File: config.mk
export PLATFORM = sky130hd
export DESIGN_NAME = useq_addr_gen
export DESIGN_NICKNAME = d
export VERILOG_FILES = /design/src/rtl/useq_pkg.sv /design/src/rtl/useq_stack.sv /design/src/rtl/useq_next.sv /design/src/rtl/useq_addr_gen.sv
export SDC_FILE = /design/constraint.sdc
export NUM_CORES = 1
export LEC_CHECK = 0
export ABC_AREA = 0
export BUFFER_PORTS_ARGS = -buffer_cell sky130_fd_sc_hd__clkbuf_2
export CORE_ASPECT_RATIO = 1.4
export CORE_MARGIN = 2
export CORE_UTILIZATION = 64
export DETAILED_ROUTE_END_ITERATION = 8
export GPL_TIMING_DRIVEN = 0
export HOLD_SLACK_MARGIN = 0.05
export PLACE_DENSITY = 0.85
export SYNTH_ARGS = -nofsm -noshare
export SYNTH_HDL_FRONTEND = slang
export SYNTH_SLANG_ARGS = --single-unit
File: constraint.sdc
create_clock -name clk -period 4.7 [get_ports clk]
set_input_delay 1.175 -clock clk [delete_from_list [all_inputs] [get_ports clk]]
set_output_delay 1.175 -clock clk [all_outputs]
set_load 0.01 [all_outputs]
File: src/rtl/useq_pkg.sv
package useq_pkg;
  typedef enum logic [2:0] {
    OP_SKIP    = 3'd0,
    OP_STEP    = 3'd1,
    OP_LOOPEND = 3'd2,
    OP_RET     = 3'd3,
    OP_CALL    = 3'd4,
    OP_LOOPBEG = 3'd5,
    OP_JUMP    = 3'd6,
    OP_RESTART = 3'd7
  } nxt_op_e;
endpackage

File: src/rtl/useq_stack.sv
module useq_stack #(
  parameter int AW    = 10,
  parameter int DEPTH = 4
) (
  input  logic          clk,
  input  logic          rst,
  input  logic          push,
  input  logic          pop,
  input  logic [AW-1:0] push_data,
  output logic [AW-1:0] top_data,
  output logic          full,
  output logic          empty,
  output logic          ovf,
  output logic          unf
);
  localparam int CW = $clog2(DEPTH + 1);

  logic [AW-1:0] ent [DEPTH];
  logic [CW-1:0] cnt;

  assign top_data = ent[0];
  assign full     = (cnt == CW'(DEPTH));
  assign empty    = (cnt == '0);

  // Entry 0 is the top; a pop copies the bottom entry so it persists.
  generate
    for (genvar i = 0; i < DEPTH; i++) begin : g_ent
      always_ff @(posedge clk) begin
        if (rst) begin
          ent[i] <= '0;
        end else if (push) begin
          if (i == 0) ent[i] <= push_data;
          else        ent[i] <= ent[i-1];
        end else if (pop) begin
          if (i == DEPTH-1) ent[i] <= ent[i];
          else              ent[i] <= ent[i+1];
        end
      end
    end
  endgenerate

  always_ff @(posedge clk) begin
    if (rst) begin
      cnt <= '0;
      ovf <= 1'b0;
      unf <= 1'b0;
    end else begin
      ovf <= push && full;
      unf <= pop && empty;
      if (push && !full)      cnt <= cnt + CW'(1);
      else if (pop && !empty) cnt <= cnt - CW'(1);
    end
  end

  assert_level_excl_R10: assert property (@(posedge clk) disable iff (rst)
    !(full && empty));
  assert_ovf_flag_R11: assert property (@(posedge clk) disable iff (rst)
    (push && full) |=> ovf);
  assert_unf_flag_R12: assert property (@(posedge clk) disable iff (rst)
    (pop && empty) |=> unf);
endmodule

File: src/rtl/useq_next.sv
module useq_next
  import useq_pkg::*;
#(
  parameter int AW = 10
) (
  input  logic [2:0]    op,
  input  logic          test,
  input  logic [AW-1:0] pc,
  input  logic [AW-1:0] branch,
  input  logic [AW-1:0] stk_top,
  output logic [AW-1:0] nxt_pc,
  output logic          push,
  output logic          pop,
  output logic [AW-1:0] push_data
);
  logic [AW-1:0] inc1;
  nxt_op_e       opc;

  assign inc1 = pc + AW'(1);
  assign opc  = nxt_op_e'(op);

  always_comb begin
    nxt_pc    = inc1;
    push      = 1'b0;
    pop       = 1'b0;
    push_data = pc;
    unique case (opc)
      OP_SKIP:    nxt_pc = test ? pc + AW'(2) : inc1;
      OP_STEP:    nxt_pc = inc1;
      OP_LOOPEND: begin
        pop    = 1'b1;
        nxt_pc = test ? stk_top : inc1;
      end
      OP_RET: begin
        pop    = 1'b1;
        nxt_pc = stk_top;
      end
      OP_CALL: begin
        push      = test;
        push_data = inc1;
        nxt_pc    = test ? branch : inc1;
      end
      OP_LOOPBEG: begin
        push      = 1'b1;
        push_data = pc;
      end
      OP_JUMP:    nxt_pc = test ? branch : inc1;
      OP_RESTART: nxt_pc = '0;
      default:    nxt_pc = inc1;
    endcase
  end
endmodule

File: src/rtl/useq_addr_gen.sv
module useq_addr_gen #(
  parameter int AW    = 10,
  parameter int DEPTH = 4
) (
  input  logic          clk,
  input  logic          rst,
  input  logic [2:0]    nxt_op,
  input  logic          test,
  input  logic [AW-1:0] branch_addr,
  output logic [AW-1:0] uaddr,
  output logic          stk_full,
  output logic          stk_empty,
  output logic          stk_ovf,
  output logic          stk_unf
);
  logic [AW-1:0] pc, nxt_pc, stk_top, push_data;
  logic          push, pop;

  useq_next #(.AW(AW)) u_next (
    .op(nxt_op), .test(test), .pc(pc), .branch(branch_addr),
    .stk_top(stk_top), .nxt_pc(nxt_pc), .push(push), .pop(pop),
    .push_data(push_data)
  );

  useq_stack #(.AW(AW), .DEPTH(DEPTH)) u_stack (
    .clk(clk), .rst(rst), .push(push), .pop(pop), .push_data(push_data),
    .top_data(stk_top), .full(stk_full), .empty(stk_empty),
    .ovf(stk_ovf), .unf(stk_unf)
  );

  always_ff @(posedge clk) begin
    if (rst) pc <= '0;
    else     pc <= nxt_pc;
  end

  assign uaddr = pc;

  assert_restart_zero_R2: assert property (@(posedge clk) disable iff (rst)
    (nxt_op == 3'd7) |=> (uaddr == '0));
  assert_step_inc_R3: assert property (@(posedge clk) disable iff (rst)
    (nxt_op == 3'd1) |=> (uaddr == $past(uaddr) + AW'(1)));
  assert_skip_two_R4: assert property (@(posedge clk) disable iff (rst)
    (nxt_op == 3'd0 && test) |=> (uaddr == $past(uaddr) + AW'(2)));
  assert_jump_load_R9: assert property (@(posedge clk) disable iff (rst)
    (nxt_op == 3'd6 && test) |=> (uaddr == $past(branch_addr)));
endmodule

* After elaboration in Yosys (flattened, before gate mapping)
Memory sizes are Yosys's and may differ from the RTL's.
Index checks and enable logic that the tools add are counted.
** Word-level totals
- Register bits after elaboration :: 15
- Bits in writable memories :: 40
- Input bits :: 16
- Output and inout bits :: 14
- Logic and storage cells :: 61
- Memories :: 1
** Memories
- u_stack.ent :: depth 4, bits a word 10, rd ports 4, clocked after Yosys merged registers in 0, write ports 4, RTL line useq_stack.sv:18 : logic [AW-1:0] ent [DEPTH];
** Cells by class
- Add/sub/neg operators :: 4
- Eq/ne operators :: 7
- Multiplexer cells :: 26
- Bitwise logic cells :: 8
- Reduce and logical (&&, ||, !) cells :: 11
** Operators with widths (count)
- 2-to-1 mux 10 bit :: 12
- case mux 10 bit (5 select lines) :: 1
- equality test 3 bit, second input constant :: 5
- adder 10 x 1 -> 10 bit, second input constant :: 1
- adder 10 x 2 -> 10 bit, second input constant :: 1
- 2-to-1 mux 1 bit :: 10
- OR 1 bit :: 8
- equality test 3 x 2 -> 1 bit, second input constant :: 2
- logical NOT 3 bit :: 2
- 2-to-1 mux 3 bit :: 2
- logical AND 1 bit :: 4
- OR reduction 2 bit :: 2
- adder 3 x 1 -> 3 bit, second input constant :: 1
- subtractor 3 x 1 -> 3 bit, second input constant :: 1
- logical NOT 1 bit :: 2
- case mux 1 bit (2 select lines) :: 1
- nonzero test 2 bit :: 1

* Longest topological paths before layout
Gate-level depths: netlist of run 1.
- Depth after elaboration :: 8
- Mapped depth :: 8
- Mapped depth without buffers :: 7

* By module
Synthesis of run 1 repeated with hierarchy kept, for this count alone.
** Second synthesis, totals
- Cell total of the unflattened synthesis :: 336
- Area, all modules :: 3342.0 um^2
** Modules (own cells, without submodules)
- useq_stack :: instances 1, cells each 133, area an instance 1940.6 um^2, seq. area each 1301.2 um^2
- useq_next :: instances 1, cells each 183, area an instance 1138.6 um^2, seq. area each 0.0 um^2
- useq_addr_gen :: instances 1, cells each 20, area an instance 262.8 um^2, seq. area each 200.2 um^2

* Worst setup path after synthesis of run 1
No wires, ideal clock.
- Path kind :: input to register
- Start point :: input test
- End point :: memory u_stack.ent[0][0] (enable)
- Arrival time :: 2.365 ns
- Setup slack :: 1.982 ns
- Stages :: 4
- Path buffers :: 1
- Path through :: buf_2 > nor2_1 > nor2_1 > or3_1
** RTL lines
- start, declared :: RTL line useq_addr_gen.sv:8 : input logic test,
- end, declared :: RTL line useq_stack.sv:18

==> metrics.txt, run 1 <==
CP delay by family, top=simple AND/OR/NAND/NOR gates; Port Buffers=25; Via Count=2509; maximum achievable frequency=approximately 370 MHz; HP Class=flop to flop; leakage=roughly 1.3 nW; final worst clock skew=between 0.01 and 0.015 ns; CTS tree=yes; slew at the pin closest to its max-slew limit=between 0.8 and 0.9 ns; switching share of power=about a quarter; initial antenna violation count=0; Max-slew headroom=44.34%; CP bufs+invs=1; core area=4572 sq um; Synth area leaders=edfxtp_1, dfxtp_1, a22o_1; Post-synth top cells=edfxtp_1, a22o_1, nand2_1; global-route wire length before repair=roughly 12 mm; share of cells above drive strength 1=between 15 and 20%; fin area=approximately 3400 sq um; Critical Path Fanout Max=20; number of DRC markers in iteration 0=about 220; Setup CP Type=input pin to flop; CTS Sinks=55; Syn Inst Count=295; final hold vios=0; Max clock buf depth=2; Startpoint Class=input pin; endpoints failing setup=0; Internal=around 0.00078 W; Core Rows=29; Sequential Power Share=between 50% and 60%; most frequent CP cell=nor2_1; PostCTS Resize Cnt=0; Setup Fix Bufs, Post-CTS=0; WL final=slightly above 7 mm; CP Capture Type=flop; final hold slack=between 0.5 and 0.6 ns; hold_buf cts=0; post-synthesis to final-layout area growth=10.16%; DR vias/cell=between 6 and 7; CTS Buf Count=5; Ports=30; Final #Nets=roughly 350; Routed WL per cell=between 15 and 20 um; register area share after synthesis=48.78%; DRC Markers=0; clock power share=between 20 and 30%; Die Y=86.06 um; #FFs+latches synth=between 50 and 60; leading area contributor after synthesis=edfxtp_1; vias in the first global route=roughly 2500; maximum capacitance violations=0; Max stage delay cell, worst path=or3_1; synthesized cell area=between 3000 and 4000 sq um; top-area cell type share of the netlist area=between 30% and 40%; Comb power frac=between 10% and 20%; TNS Setup=0 ns; pin count of the biggest net entering global routing=21; ANT nets after route=0; Clk pin slew, worst setup/hold paths=~0.090 ns; Final period util=between 50% and 60%; Placement Cell Area=3281 sq um; Die Wd=62.61 um; Yosys warning count=0; most common cell in the netlist=edfxtp_1; switching power=0.0002781 W; CP cell instances=buf_2, nor2_1, nor2_1, or3_1; Critical Path AT=2.62 ns; worst vdd ir=around 0.17 mV; RSZ-0062 raised after global routing=no; Syn Area/Cell=approximately 10 sq um; ys async rst share=0%; Final Wtd Congestion=roughly 0.94; top_reg_cell synth=edfxtp_1; 1st-pass router iterations=5; Clock Tree Root=clkbuf_8; grt ovf=0; # diodes=0; DP Wirelength=~5.4 mm; CP max stage delay=roughly 0.73 ns; fin. max-slew vios=0; Clk Latency, worst-skew pair=approximately 0.31 ns; H-tree levels=2; die area=around 5400 sq um; Period minus WS final=2.693 ns; Yosys cell types=52; pwr dens=between 300 and 400 nW/um^2; Initial Util=67.32%; Total GRT Usage=roughly 29%; status=completed; Post-synth EDFFs=40; Syn Nets=314; Pwr Total=0.001058 W; Critical Path RT=approximately 4.6 ns
-- placed cells by master, fill, tap and decap left out, drive strengths merged, types with 2 or more instances in the layout --
cell type / instances
a211oi: 6
a21o: 2
a21oi: 8
a22o: 33
a311oi: 2
a31oi: 4
a32oi: 3
and2: 11
buf: 12
clkbuf: 45
dfxtp: 15
edfxtp: 40
ha: 2
inv: 5
mux2: 2
mux2i: 4
nand2: 17
nand2b: 3
nand3: 5
nand3b: 2
nand4: 2
nor2: 16
nor2b: 6
nor3: 15
nor4: 3
o211ai: 6
o21a: 5
o21ai: 11
o21bai: 2
o31a: 2
o31ai: 3
or3: 3
or4: 3
xnor2: 7
xor2: 8
-- kinds of logic (layout without fill, tap and decap cells) --
logic type      count (synthesis)  after routing  synth area share (%)
flops                          55             55                 48.78
fa+ha+maj                       3              3                 1.463
buf+inv                        31             64                 4.553
mux                             6              6                 2.033
compound gates                 95             95                 23.58
xor+xnor                       15             15                 4.268
simple gates                   90             90                 15.33
-- worst register-to-register path: stages, from the launching register on --
cell and delay [ns]:
dfxtp_1 0.49, ha_1 0.31, nand4_1 0.32, nor4_1 0.39, xor2_1 0.15, a22o_1 0.22
-- power groups by stage --
stage	Combinational [W]	Clock, W	Sequential (W)
CTS	0.000157	0.000320	0.000587
global placement	0.000152	0	0.000596
global route	0.000174	0.000338	0.000592
finish	0.000158	0.000313	0.000587
floorplan	0.000110	0	0.000590
detailed placement	0.000156	0	0.000597
-- registers in the layout (all words and copies together), names as in the netlist --
| signal | count |
|---|---|
| u_stack.cnt | 3 |
| u_stack.ent | 40 |
| u_stack.ovf | 1 |
| u_stack.unf | 1 |
| uaddr | 10 |
-- stage by stage --
step | worst slack [ns] | utilization (%) | instances
after floorplan | 1.982 | - | 295
after global placement | 1.717 | 71.76 | 382
after detailed placement | 1.696 | 71.76 | 382
after CTS | 2.036 | 74.17 | 390
after global routing | 1.902 | 74.17 | 390
final | 2.007 | 74.17 | 390
-- area by class of cell --
cell class                 count  area [sq um]
buffer                        26         121.4
clock buffer                   6         72.57
clock inverter                 2         37.54
fill                         343          1181
inverter                       5         18.77
multi-input combinational    209          1436
sequential                    55          1501
tap                           62         77.57
timing repair buffer          25         125.1
-- path summary, 6_finish.rpt --
path	startpoint	endpoint	slack [ns]	cells after the start
max	test	u_stack.ent[0][1]	2.01	4
min	u_stack.ent[3][4]	u_stack.ent[2][4]	0.56	1
max reg2reg	uaddr[1]	u_stack.ent[0][9]	2.60	5
min reg2reg	u_stack.ent[3][4]	u_stack.ent[2][4]	0.56	1
-- routing by layer --
metal,vias up,wire (um),GRT usage [%]
met3,19,388,4.462
met4,0,206,16.36
met1,1202,2969,34.93
met5,-,0,0
li1,1193,-,-
met2,95,3662,50.24
Note: power is estimated with default switching activity, not from simulation.
==> inputs of run 2 (changes only) <==
Settings changed: CORE_UTILIZATION 64 to 53, PLACE_DENSITY 0.85 to 0.75.
Clock period 4.7 ns to 2.45 ns, I/O delays scaled along.
==> metrics.txt, run 2 (same netlist as run 1, synthesis figures left out) <==
Layout fillers=509; Critical Path RT=roughly 2.4 ns; Die Y=94.17 um; TNS Setup=0 ns; share of cells above drive strength 1=roughly 16%; CTS Sinks=between 50 and 60; pin count of the biggest net entering global routing=21; multi-input logic area=around 1400 sq um; DR vias/cell=between 6 and 7; 1st-pass router iterations=4; fin util=between 60% and 70%; Startpoint Class=input pin; pwr dens=about 580 nW/um^2; Final period util=between 80 and 90%; Setup CP Type=input pin to flop; vias in the first global route=between 2000 and 2500; DRC Markers=0; Ports=30; Critical Path AT=just over 2 ns; DP Wirelength=~5.6 mm; fin. max-slew vios=0; final hold vios=0; Period minus WS final=~2.1 ns; maximum capacitance violations=0; global-route wire length before repair=~13 mm; Final Wtd Congestion=0.8680; HP Class=flop to flop; most frequent cells in the layout=edfxtp_1, a22o_1, clkbuf_2, nand2_1, nor2_1; Final #Nets=around 350; Clk pin slew, worst setup/hold paths=~0.10 ns; Core Rows=32; Die Wd=around 68 um; register area=~1500 sq um; Via Count=around 2500; leakage=1.289 nW; worst vdd ir=0.3433 mV; Critical Path Fanout Max=20; ANT nets after route=0; largest reg by FF count=u_stack.ent; Max-slew headroom=44.71%; die area=~6400 sq um; H-tree levels=2; RSZ-0062 raised after global routing=no; max reg flops=40; status=completed; Total GRT Usage=a little over a quarter; number of DRC markers in iteration 0=120; Setup Fix Bufs, Post-CTS=0; WL final=7.403 mm; Max clock buf depth=2; core area=5565 sq um; Port Buffers=25; Initial Util=a little under three fifths; CTS Buf Count=5; endpoints failing setup=0; CP Capture Type=flop; post-synthesis to final-layout area growth=10.04%; Clock Tree Root=clkbuf_8; commonest non-fill, non-tap cell in the layout=edfxtp_1; final worst clock skew=0.006480 ns; grt ovf=0; PostCTS Resize Cnt=0; final hold slack=roughly 0.55 ns; initial antenna violation count=0; CTS tree=yes; maximum achievable frequency=approximately 470 MHz; Clk Latency, worst-skew pair=just over 0.3 ns; Routed WL per cell=~19 um; hold_buf cts=0; # diodes=0; slew at the pin closest to its max-slew limit=about 0.83 ns
==> run 2: changes by cell type in the layout (fill, tap and decap cells not counted) <==
cell       before  now
clkbuf_1       15   14
clkinv_4        0    1
clkbuf_8        5    6
bufinv_16       1    0
==> run 2: critical path: stages <==
cell,delay [ns]
buf_2,0.17
nor2_1,0.37
nor2_1,0.16
or3_1,0.73
==> run 2: final timing paths <==
path | slack (ns) | end | startpoint | cells after the start
setup / recovery | 0.33 | u_stack.ent[0][1] | test | 4
hold / removal | 0.55 | u_stack.ent[2][1] | u_stack.ent[3][1] | 1
setup reg to reg | 0.33 | u_stack.ent[0][9] | uaddr[1] | 5
hold reg to reg | 0.55 | u_stack.ent[2][1] | u_stack.ent[3][1] | 1
==> run 2: area by class of cell <==
| class | count | share of cell area, % |
|---|---|---|
| clock inverters | 2 | 0.4802 |
| multi-input cells | 209 | 42.41 |
| repair buffers | 25 | 3.694 |
| inverters | 5 | 0.5541 |
| flip-flops and latches | 55 | 44.33 |
| well taps | 68 | 2.512 |
| plain buffers | 26 | 3.583 |
| clock buffers | 6 | 2.438 |
==> run 2: power by group <==
part	total (W)	internal [W]	switching [W]	leakage [nW]
Combinational	0.000306	0.000119	0.000187	0.685
Sequential	0.00113	0.00107	0.0000539	0.556
Clock	0.000538	0.000232	0.000306	0.0474
Total	0.00197	0.00142	0.000547	1.29
==> run 2: routing by layer <==
metal / GRT usage [%] / wire (um) / up-vias
li1: - / - / 1198
met1: 34.09 / 3258 / 1198
met2: 42.63 / 3717 / 65
met3: 3.477 / 249 / 14
met4: 10.50 / 177 / 0
met5: 0 / 0 / -
==> run 2: through the flow <==
stage / area, sq um / power, W / std cells / worst slack [ns]
2_1_floorplan: 3078 / 0.001342 / 295 / 0.2947
3_3_place_gp: 3288 / 0.001439 / 388 / 0.02970
3_5_place_dp: 3288 / 0.001447 / 388 / 0.03035
4_1_cts: 3387 / 0.001981 / 396 / 0.3448
5_1_grt: 3387 / 0.002053 / 396 / 0.1723
6_report: 3387 / 0.001970 / 396 / 0.3284
==> inputs of run 3 (changes only) <==
Settings changed: REMOVE_ABC_BUFFERS set to 1.
==> metrics.txt, run 3 (same netlist as run 1, synthesis figures left out) <==
slew at the pin closest to its max-slew limit=0.6444 ns; DP Wirelength=just under 5 mm; final hold slack=about 0.55 ns; commonest non-fill, non-tap cell in the layout=edfxtp_1; Clock Tree Root=clkbuf_8; pin count of the biggest net entering global routing=23; Startpoint Class=flop; leakage=approximately 1.3 nW; Setup CP Type=flop to flop; final worst clock skew=0.005576 ns; Final #Nets=between 300 and 400; TNS Setup=0 ns; global-route wire length before repair=11.97 mm; Initial Util=55.31%; CTS Sinks=55; Die Y=around 94 um; # diodes=0; final hold vios=0; Critical Path Fanout Max=8; H-tree levels=2; switching power=0.0005303 W; grt ovf=0; status=completed; Clk Latency, worst-skew pair=between 0.3 and 0.4 ns; Max-slew headroom=a little under three fifths; DR vias/cell=around 6.5; die area=around 6400 sq um; Port Buffers=29; WL final=between 7 and 8 mm; share of cells above drive strength 1=between 10% and 20%; switching share of power=between 20% and 30%; maximum capacitance violations=0; DRC Markers=0; Core Rows=32; maximum achievable frequency=449.0 MHz; core area=between 5000 and 6000 sq um; clock power share=slightly below 30%; Period minus WS final=around 2.2 ns; Ports=30; fin. max-slew vios=0; most frequent cells in the layout=edfxtp_1, a22o_1, clkbuf_2, nand2_1; number of DRC markers in iteration 0=154; Comb power frac=13.7%; Max clock buf depth=2; Die Wd=a little under 70 um; Critical Path AT=~2.3 ns; worst vdd ir=~0.45 mV; pwr dens=~600 nW/um^2; 1st-pass router iterations=4; post-synthesis to final-layout area growth=8.862%; largest reg by FF count=u_stack.ent; Total GRT Usage=between 20% and 30%; CTS Buf Count=5; Internal=0.001485 W; Routed WL per cell=18.96 um; Clk pin slew, worst setup/hold paths=roughly 0.10 ns; HP Class=flop to flop; hold_buf cts=0; Critical Path RT=between 2 and 3 ns; endpoints failing setup=0; Via Count=approximately 2500; Final period util=between 90% and 100%; CTS tree=yes; max reg flops=40; Sequential Power Share=between 50 and 60%; initial antenna violation count=0; vias in the first global route=~2300; ANT nets after route=0; Final Wtd Congestion=between 0.8 and 0.9; RSZ-0062 raised after global routing=no; CP Capture Type=flop
run 3: worst max-delay path, cell delays in order (launching register included):
cell and delay [ns]:
dfxtp_1 0.50, ha_1 0.31, nand4_1 0.39, nor4_1 0.46, xor2_1 0.12, a22o_1 0.21
run 3: repair_timing:
item	CTS	global route
setup buffers	0	0
resized for setup	1	2
setup endpoints to repair	2	20
run 3: area by class of cell:
type	count	area, sq um
Timing Repair Buffer	31	187.7
Sequential cell	55	1501
Tap cell	68	85.08
Multi-Input combinational cell	209	1450
Clock inverter	3	38.79
Inverter	5	18.77
Fill cell	468	2215
Clock buffer	5	68.82
run 3: per-layer routing:
layer | track usage [%] | share of wire [%]
met1 | 34.46 | 43
met4 | 8.500 | 2.3
met5 | 0 | 0
met3 | 3.957 | 6.1
met2 | 39.10 | 48
run 3: worst paths after layout:
path / start / endpoint / slack (ns) / cells after the start
worst max register to register: uaddr[2] / u_stack.ent[0][9] / 0.22 / 5
worst min register to register: u_stack.ent[3][6] / u_stack.ent[2][6] / 0.55 / 1
worst max-delay path: uaddr[2] / u_stack.ent[0][9] / 0.22 / 5
worst min-delay path: u_stack.ent[3][6] / u_stack.ent[2][6] / 0.55 / 1
run 3: metrics by stage:
step	setup WS, ns	total power [W]	util [%]	cell area [sq um]	cells
after CTS	0.02882	0.002022	60.14	3347	376
after floorplan	-0.2065	0.001313	-	2957	269
after detailed placement	-0.3235	0.001436	58.12	3234	368
after global routing	0.05205	0.002089	60.21	3351	376
final	0.2228	0.002015	60.21	3351	376
after global placement	-1.341	0.001421	57.26	3187	366
run 3: power groups by stage:
stage          registers, W  logic [W]  clock network (W)
4_1_cts             0.00114   0.000275           0.000604
3_5_place_dp        0.00116   0.000272                  0
3_3_place_gp        0.00116   0.000260                  0
6_report            0.00115   0.000276           0.000594
5_1_grt             0.00116   0.000307           0.000627
2_1_floorplan       0.00115   0.000167                  0
